<file path="config.mk">
export PLATFORM = sky130hd
export DESIGN_NAME = vramHostPort
export DESIGN_NICKNAME = d
export VERILOG_FILES = /design/src/rtl/hostPortPkg.sv /design/src/rtl/hostPortCtrl.sv /design/src/rtl/hostPortData.sv /design/src/rtl/vramHostPort.sv
export SDC_FILE = /design/constraint.sdc
export NUM_CORES = 1
export LEC_CHECK = 0
export BUFFER_PORTS_ARGS = -buffer_cell sky130_fd_sc_hd__buf_2
export CORE_ASPECT_RATIO = 0.7
export CORE_MARGIN = 4
export CORE_UTILIZATION = 50
export CTS_CLUSTER_SIZE = 30
export DETAILED_ROUTE_END_ITERATION = 7
export MAX_ROUTING_LAYER = met4
export PLACE_DENSITY = 0.72
export SKIP_CTS_REPAIR_TIMING = 1
export SYNTH_ARGS = -nofsm -noshare
export SYNTH_HDL_FRONTEND = slang
export SYNTH_SLANG_ARGS = --single-unit
</file>
<file path="constraint.sdc">
create_clock -name clk -period 5.4 [get_ports clk]
set_input_delay 0.54 -clock clk [delete_from_list [all_inputs] [get_ports clk]]
set_output_delay 0.54 -clock clk [all_outputs]
set_load 0.005 [all_outputs]
</file>
<file path="src/rtl/hostPortPkg.sv">
package hostPortPkg;
  localparam int ADDR_W = 16;
  localparam int WORD_W = 16;
  localparam int BYTE_W = 8;
  localparam int IDX_W  = 5;
  localparam int PORT_W = 2;
  localparam int STEP_W = 2;
  // bit position of the stride field inside the high control byte (word bits 12..11)
  localparam int STEP_LSB = 11 - BYTE_W;

  localparam logic [IDX_W-1:0] IDX_WRPTR = IDX_W'(0);
  localparam logic [IDX_W-1:0] IDX_RDPTR = IDX_W'(1);
  localparam logic [IDX_W-1:0] IDX_DATA  = IDX_W'(2);
  localparam logic [IDX_W-1:0] IDX_CTRL  = IDX_W'(5);

  localparam logic [PORT_W-1:0] PORT_INDEX = PORT_W'(0);
  localparam logic [PORT_W-1:0] PORT_LO    = PORT_W'(2);
  localparam logic [PORT_W-1:0] PORT_HI    = PORT_W'(3);

  typedef struct packed {
    logic idxLoad;
    logic loLoad;
    logic hiLoad;
    logic issueWrite;
    logic issueRead;
    logic readFromPtr;
    logic doneWrite;
    logic doneRead;
  } strobeT;

  function automatic logic [ADDR_W-1:0] strideOf(input logic [STEP_W-1:0] sel);
    logic [ADDR_W-1:0] one;
    one = ADDR_W'(1);
    case (sel)
      2'b00:   strideOf = one;
      2'b01:   strideOf = one << 5;
      2'b10:   strideOf = one << 6;
      default: strideOf = one << 7;
    endcase
  endfunction
endpackage

</file>
<file path="src/rtl/hostPortCtrl.sv">
module hostPortCtrl
  import hostPortPkg::*;
(
  input  logic              clk,
  input  logic              rstN,
  input  logic              cpuSel,
  input  logic              cpuWr,
  input  logic [PORT_W-1:0] cpuAddr,
  input  logic [IDX_W-1:0]  regIndex,
  input  logic              vramGnt,
  output strobeT            strb,
  output logic              cpuWait,
  output logic              busy,
  output logic              vramReq,
  output logic              vramWe
);
  logic pending;
  logic pendWe;
  logic accept;
  logic isIdx, isLo, isHi;

  assign accept = cpuSel & ~pending;
  assign isIdx  = (cpuAddr == PORT_INDEX);
  assign isLo   = (cpuAddr == PORT_LO);
  assign isHi   = (cpuAddr == PORT_HI);

  always_comb begin
    strb             = '0;
    strb.idxLoad     = accept & cpuWr & isIdx;
    strb.loLoad      = accept & cpuWr & isLo;
    strb.hiLoad      = accept & cpuWr & isHi;
    strb.issueWrite  = accept & cpuWr & isHi & (regIndex == IDX_DATA);
    strb.readFromPtr = accept & cpuWr & isHi & (regIndex == IDX_RDPTR);
    strb.issueRead   = strb.readFromPtr
                     | (accept & ~cpuWr & isHi & (regIndex == IDX_DATA));
    strb.doneWrite   = pending & vramGnt & pendWe;
    strb.doneRead    = pending & vramGnt & ~pendWe;
  end

  always_ff @(posedge clk) begin
    if (!rstN) begin
      pending <= 1'b0;
      pendWe  <= 1'b0;
    end else if (strb.issueWrite || strb.issueRead) begin
      pending <= 1'b1;
      pendWe  <= strb.issueWrite;
    end else if (pending && vramGnt) begin
      pending <= 1'b0;
    end
  end

  assign vramReq = pending;
  assign vramWe  = pendWe;
  assign busy    = pending;
  assign cpuWait = cpuSel & pending;

  AST_REQ_HELD: assert property (@(posedge clk) disable iff (!rstN)
    vramReq && !vramGnt |=> vramReq && busy);
  AST_LO_NO_REQ: assert property (@(posedge clk) disable iff (!rstN)
    !busy && cpuSel && cpuWr && cpuAddr == PORT_LO |=> !vramReq);
  AST_HI_WR_REQ: assert property (@(posedge clk) disable iff (!rstN)
    !busy && cpuSel && cpuWr && cpuAddr == PORT_HI && regIndex == IDX_DATA
    |=> vramReq && vramWe);
  AST_IDLE_RD_NO_REQ: assert property (@(posedge clk) disable iff (!rstN)
    !busy && cpuSel && !cpuWr && cpuAddr == PORT_HI && regIndex != IDX_DATA
    |=> !vramReq);
endmodule

</file>
<file path="src/rtl/hostPortData.sv">
module hostPortData
  import hostPortPkg::*;
(
  input  logic              clk,
  input  logic              rstN,
  input  strobeT            strb,
  input  logic [PORT_W-1:0] cpuAddr,
  input  logic [BYTE_W-1:0] cpuWdata,
  input  logic [WORD_W-1:0] vramRdata,
  output logic [IDX_W-1:0]  regIndex,
  output logic [BYTE_W-1:0] cpuRdata,
  output logic [ADDR_W-1:0] vramAddr,
  output logic [WORD_W-1:0] vramWdata
);
  logic [ADDR_W-1:0] wrPtr;
  logic [ADDR_W-1:0] rdPtr;
  logic [BYTE_W-1:0] loLatch;
  logic [WORD_W-1:0] rdBuf;
  logic [STEP_W-1:0] strideSel;
  logic [ADDR_W-1:0] stride;
  logic [ADDR_W-1:0] reqAddr;
  logic [WORD_W-1:0] reqData;

  assign stride = strideOf(strideSel);

  always_ff @(posedge clk) begin
    if (!rstN) begin
      regIndex <= '0;
    end else if (strb.idxLoad) begin
      regIndex <= cpuWdata[IDX_W-1:0];
    end
  end

  always_ff @(posedge clk) begin
    if (!rstN) begin
      wrPtr     <= '0;
      rdPtr     <= '0;
      loLatch   <= '0;
      strideSel <= '0;
    end else begin
      if (strb.loLoad) begin
        case (regIndex)
          IDX_WRPTR: wrPtr[BYTE_W-1:0] <= cpuWdata;
          IDX_RDPTR: rdPtr[BYTE_W-1:0] <= cpuWdata;
          IDX_DATA:  loLatch           <= cpuWdata;
          default:   ;
        endcase
      end
      if (strb.hiLoad) begin
        case (regIndex)
          IDX_WRPTR: wrPtr[ADDR_W-1:BYTE_W] <= cpuWdata;
          IDX_RDPTR: rdPtr[ADDR_W-1:BYTE_W] <= cpuWdata;
          IDX_CTRL:  strideSel <= cpuWdata[STEP_LSB +: STEP_W];
          default:   ;
        endcase
      end
      if (strb.doneWrite) wrPtr <= wrPtr + stride;
      if (strb.doneRead)  rdPtr <= rdPtr + stride;
    end
  end

  always_ff @(posedge clk) begin
    if (!rstN) begin
      rdBuf <= '0;
    end else if (strb.doneRead) begin
      rdBuf <= vramRdata;
    end
  end

  always_ff @(posedge clk) begin
    if (!rstN) begin
      reqAddr <= '0;
      reqData <= '0;
    end else if (strb.issueWrite) begin
      reqAddr <= wrPtr;
      reqData <= {cpuWdata, loLatch};
    end else if (strb.issueRead) begin
      reqAddr <= strb.readFromPtr ? {cpuWdata, rdPtr[BYTE_W-1:0]} : rdPtr;
    end
  end

  always_comb begin
    case (cpuAddr)
      PORT_LO: cpuRdata = rdBuf[BYTE_W-1:0];
      PORT_HI: cpuRdata = rdBuf[WORD_W-1:BYTE_W];
      default: cpuRdata = '0;
    endcase
  end

  assign vramAddr  = reqAddr;
  assign vramWdata = reqData;

  AST_BUF_ONLY_ON_GRANT: assert property (@(posedge clk) disable iff (!rstN)
    !strb.doneRead |=> $stable(rdBuf));
endmodule

</file>
<file path="src/rtl/vramHostPort.sv">
module vramHostPort
  import hostPortPkg::*;
(
  input  logic        clk,
  input  logic        rstN,
  input  logic        cpuSel,
  input  logic        cpuWr,
  input  logic [1:0]  cpuAddr,
  input  logic [7:0]  cpuWdata,
  output logic [7:0]  cpuRdata,
  output logic        cpuWait,
  output logic        busy,
  output logic        vramReq,
  output logic        vramWe,
  output logic [15:0] vramAddr,
  output logic [15:0] vramWdata,
  input  logic        vramGnt,
  input  logic [15:0] vramRdata
);
  strobeT           strb;
  logic [IDX_W-1:0] regIndex;

  hostPortCtrl u_ctrl (
    .clk      (clk),
    .rstN     (rstN),
    .cpuSel   (cpuSel),
    .cpuWr    (cpuWr),
    .cpuAddr  (cpuAddr),
    .regIndex (regIndex),
    .vramGnt  (vramGnt),
    .strb     (strb),
    .cpuWait  (cpuWait),
    .busy     (busy),
    .vramReq  (vramReq),
    .vramWe   (vramWe)
  );

  hostPortData u_data (
    .clk       (clk),
    .rstN      (rstN),
    .strb      (strb),
    .cpuAddr   (cpuAddr),
    .cpuWdata  (cpuWdata),
    .vramRdata (vramRdata),
    .regIndex  (regIndex),
    .cpuRdata  (cpuRdata),
    .vramAddr  (vramAddr),
    .vramWdata (vramWdata)
  );

  AST_REQ_STABLE: assert property (@(posedge clk) disable iff (!rstN)
    vramReq && !vramGnt |=> $stable(vramAddr) && $stable(vramWdata) && $stable(vramWe));
endmodule

</file>
Word-level counts from Yosys, hierarchy flattened
Index checks and enable logic that the tools add are counted.
W data, S select, Z words.
- $add $sub $neg: 2
- equality and inequality tests: 7
- mux-type cells: 15
- bitwise operators: 18
- reduce and logical (&&, ||, !) cells: 19
- operators with widths (operator ; number):
    $mux W16 ; 5
    $mux W8 ; 6
    $add A16 B8 Y16 ; 2
    $pmux W8 S3 ; 1
    $pmux W8 S2 ; 1
    $reduce_bool A2 Y1 ; 8
    $and A1 B1 Y1 ; 14
    $reduce_and A2 Y1 ; 6
    $eq A2 B2 Y1 const B ; 3
    $eq A5 B1 Y1 const B ; 1
    $eq A5 B2 Y1 const B ; 1
    $eq A5 B3 Y1 const B ; 1
    $logic_not A5 Y1 ; 1
    $logic_not A2 Y1 ; 2
    $not A1 Y1 ; 3
    $eq A2 B1 Y1 const B ; 1
    $mux W1 ; 2
    $logic_and A1 B1 Y1 ; 1
    $logic_or A1 B1 Y1 ; 1
    $or A1 B1 Y1 ; 1
- flip-flop bits (word level): 97
- input bits: 31
- output and inout bits: 44
- word-level logic and storage cells: 73

Longest topological paths before layout
- depth after elaboration: 8
- mapped depth: 11
- depth with buffers taken out: 9

By module
Synthesis repeated with hierarchy kept, for this count alone.
- cell total of the unflattened synthesis: 630
- area total of the unflattened synthesis: 5432.7 µm²
- by module, submodules not included (module ; times used ; cells an instance ; area each (µm²) ; sequential area each (µm²)):
    hostPortData ; 1 ; 596 ; 5185.0 ; 1901.8
    hostPortCtrl ; 1 ; 34 ; 247.7 ; 40.0

Worst setup path after synthesis
Ideal clock, no wire load.
- path kind: reg2reg
- start point: register u_data.strideSel[0]
- end point: register u_data.wrPtr[14]
- setup time: 0.095 ns
- arrival time: 2.338 ns
- required time: 5.305 ns
- slack: 2.967 ns
- stages on the path, launching flop included: 12
- path buffers: 2
- period minus slack after synthesis: 2.433 ns
- path through: dfxtp_1 > buf_2 > nor2_1 > ha_1 > ha_1 > and4_1 > buf_2 > maj3_1 > o2bb2ai_1 > a21oi_1 > o21ai_0 > a221oi_1
- longest elaborated chain between the ends: 4
- elaborated cells between the ends (all ways): 6
- those cells by class: 1 x add/sub; 2 x eq/ne; 2 x mux; 1 x reduce/logical
- RTL lines (what ; RTL line ; source):
    from (decl) ; hostPortData.sv:19 ; logic [STEP_W-1:0] strideSel;
    from (signal assigned) ; hostPortData.sv:53 ; IDX_CTRL: strideSel <= cpuWdata[STEP_LSB +: STEP_W];
    $eq A2 B2 Y1 (tied with other cells) ; hostPortPkg.sv:34 ; case (sel)
    $pmux W8 S3 * ; hostPortPkg.sv:34 ;
    $add A16 B8 Y16 * ; hostPortData.sv:57 ; if (strb.doneWrite) wrPtr <= wrPtr + stride;
    $mux W16 * ; hostPortData.sv:57 ;
    to (signal, indexed assignment) ; hostPortData.sv:43 ; IDX_WRPTR: wrPtr[BYTE_W-1:0] <= cpuWdata;
    to (signal, indexed assignment) ; hostPortData.sv:51 ; IDX_WRPTR: wrPtr[ADDR_W-1:BYTE_W] <= cpuWdata;
    to (signal assigned) ; hostPortData.sv:57 ;
    to (decl) ; hostPortData.sv:15 ; logic [ADDR_W-1:0] wrPtr;
Mark *: on every way between the ends. The rest lies on a longest branch, timed or not.
A chain may end at the register's enable or synchronous reset.

Worst setup path in the final report
Same ends and word-level chain as after synthesis.

==> impl_metrics.toml <==
[synth]
ys_ff_latch = 97
syn_area_per_cell_um2 = 7.872
syn_inst = 624
synth_cell_types = 65
syn_nets = 661
synth_ff_type = "dfxtp_1"
synthArstFlopShare = 0
synth-edff-count = 0
yosysWarnings = 0
syn_area_mm2 = 0.004912
ys_seq_area_frac = 0.3953

[grt]
grt_pass1_vias = 4335
grt_use_total = 0.2452
antenna_found_initial = 0
grt-ovfl-total = 0
grt_pass1_wl_um = 22350
grt_start_max_net_pins = 47

[timing]
skew_ps = 5.500
max_freq_mhz = 355.2
worst_pin_slew_ps = 1205
setup_viol = 0
fin_crit_sh = 0.5214
whs_ps = 424.4
slew_viol_final = 0
hold_viol_final = 0
finalSetupTns_ps = 0
post-route-min-period_ps = 2815
relSlewSlack = 0.1942
rsz0062_at_grt = "false"

[setup_path]
cp_max_fo = 11
worstSetupPathType = "flip-flop to flip-flop"
worstPathRequired_ps = 5650
cp-start-kind = "flip-flop"
endpoint_kind = "flip-flop"
critPathArrivalTime_ps = 3070

[detailed_routing]
drt-vias-per-instance = 6.065
vias = 4816
drc_errors = 0
drt_iter0_markers = 537
wl_um = 13910
final_antenna_net_count = 0
first_pass_iters = 5
wire_per_inst_um = 17.51

[cells_and_area]
nets = 702
syn_to_final_growth_pct = 13.40
drive_above_1_share = 0.1582
utilization = 0.5973
fin_cells = 794
final_cell_mix = "nand2_1 (116), dfxtp_1 (97), a21oi_1 (78), buf_2 (74), nor2_1 (52)"
final_common_cell = "nand2_1"
antenna_cells = 0

[die]
die_h_um = 90.93
io_pins = 75
start_util = 0.5268
core_mm2 = 0.009325
dieWidth_um = 126.5
num_rows = 29
die_area_mm2 = 0.01150

[placed_design]
dp_hpwl_um = 9631
io_buffers = 74
gp_congestion = 0.8952
placed_cells = 778

[cts]
cts_tree = "done"
cts_buffers = 9
path_clk_slew_ps = 70
cts-root-buf = "clkbuf_16"
htreeDepth = 3
clock-sinks = 97
cts_buffer_depth = 2
clock_latency_ps = 350

[worst_hold_path]
worst_hold_path_type = "input port to flip-flop"

[flow_run]
cap_viol_max_count = 0

[run_status]
status = "finished clean"

[pwr]
p_per_area_mw_per_mm2 = 261.7
totalPowerFinal_w = 0.001458
leakagePower_nw = 2.338
vdd_drop_max_mv = 0.1729
-- state kept, by name (all words and copies together) (netlist names) --
signal / flops
u_data.rdBuf: 16
u_data.vramWdata: 16
u_data.loLatch: 8
u_data.rdPtr: 16
u_data.wrPtr: 16
u_ctrl.vramWe: 1
u_ctrl.busy: 1
u_data.regIndex: 5
u_data.strideSel: 2
u_data.vramAddr: 16
-- final cells by class --
cell class	instances	area (µm²)
repair buffers	77	392.9
inverters	14	52.55
fillers	868	3755
clock inverters	4	51.30
flip-flops and latches	97	1942
well taps	124	155.1
clock buffers	12	256.5
multi-input cells	466	2720
-- kinds of logic after synthesis --
group / after synthesis / synth area share
AOI/OAI and AO/OA: 169 / 0.2140
xor gates and xnor gates: 8 / 0.01426
adders and majority gates: 7 / 0.01732
buffers and inverters: 61 / 0.05425
DFF: 97 / 0.3953
muxes: 32 / 0.06572
and+or+nand+nor: 250 / 0.2392
-- final timing paths --
path	from	end	slack, ps	cells after the start
max reg2reg	u_data.strideSel[0]	u_data.wrPtr[14]	2580	9
min reg2reg	u_data.loLatch[6]	u_data.vramWdata[6]	450	2
min	vramRdata[14]	u_data.rdBuf[14]	420	3
max	u_data.strideSel[0]	u_data.wrPtr[14]	2580	9
-- per-layer routing --
metal,routed length [µm],GRT usage
met4,221,0.06964
met1,6525,0.3453
met2,6117,0.3561
met5,0,-
met3,1041,0.05103
-- Yosys cell counts (2+ instances only) --
cell | instances | area [µm²]
and4_1 | 2 | 17.52
nor3_2 | 2 | 20.02
a211oi_1 | 5 | 37.54
o21bai_1 | 2 | 15.01
xor2_1 | 7 | 61.31
o21ai_0 | 18 | 90.09
mux2_2 | 2 | 22.52
buf_6 | 3 | 33.78
o31a_1 | 2 | 17.52
a32oi_1 | 2 | 17.52
a31oi_1 | 8 | 50.05
or3_1 | 2 | 12.51
a221oi_1 | 3 | 26.28
buf_4 | 2 | 15.01
nor4_1 | 2 | 12.51
nor2b_1 | 10 | 62.56
inv_1 | 13 | 48.80
o211ai_1 | 5 | 37.54
buf_2 | 6 | 30.03
and3_1 | 12 | 75.07
or4_1 | 3 | 22.52
o211a_1 | 2 | 20.02
nand3_1 | 16 | 80.08
a21oi_1 | 78 | 390.4
nor3_1 | 8 | 40.04
mux2i_1 | 30 | 300.3
nand2_1 | 116 | 435.4
a311oi_1 | 4 | 35.03
nand4_1 | 5 | 31.28
clkbuf_1 | 35 | 131.4
nand3b_1 | 2 | 15.01
o311ai_0 | 2 | 17.52
nor2_1 | 53 | 198.9
and2_1 | 7 | 43.79
a41oi_1 | 2 | 17.52
o221ai_1 | 8 | 70.07
ha_1 | 6 | 75.07
o22ai_1 | 10 | 62.56
dfxtp_1 | 97 | 1942
a22oi_1 | 7 | 52.55
-- critical path, cell delays in order, from the launching register on --
cell       delay (ps)
dfxtp_1           500
nor2_1            130
ha_1              220
ha_1              210
and4_1            290
maj3_1            370
o2bb2ai_1         150
a21oi_1           450
o21ai_0           140
a221oi_1          250
-- metrics by stage --
step	setup slack, ps	cell area [µm²]
floorplan	2967	4912
global placement	2586	5263
detailed placement	2470	5263
CTS	2619	5570
global route	2275	5570
finish	2585	5570
-- power breakdown --
group / internal [W] / switching, W
Combinational: 0.0000215 / 0.0000445
Sequential: 0.000720 / 0.00000589
Clock: 0.000385 / 0.000282
Total: 0.00113 / 0.000332
(Power assumes the default switching activity.)
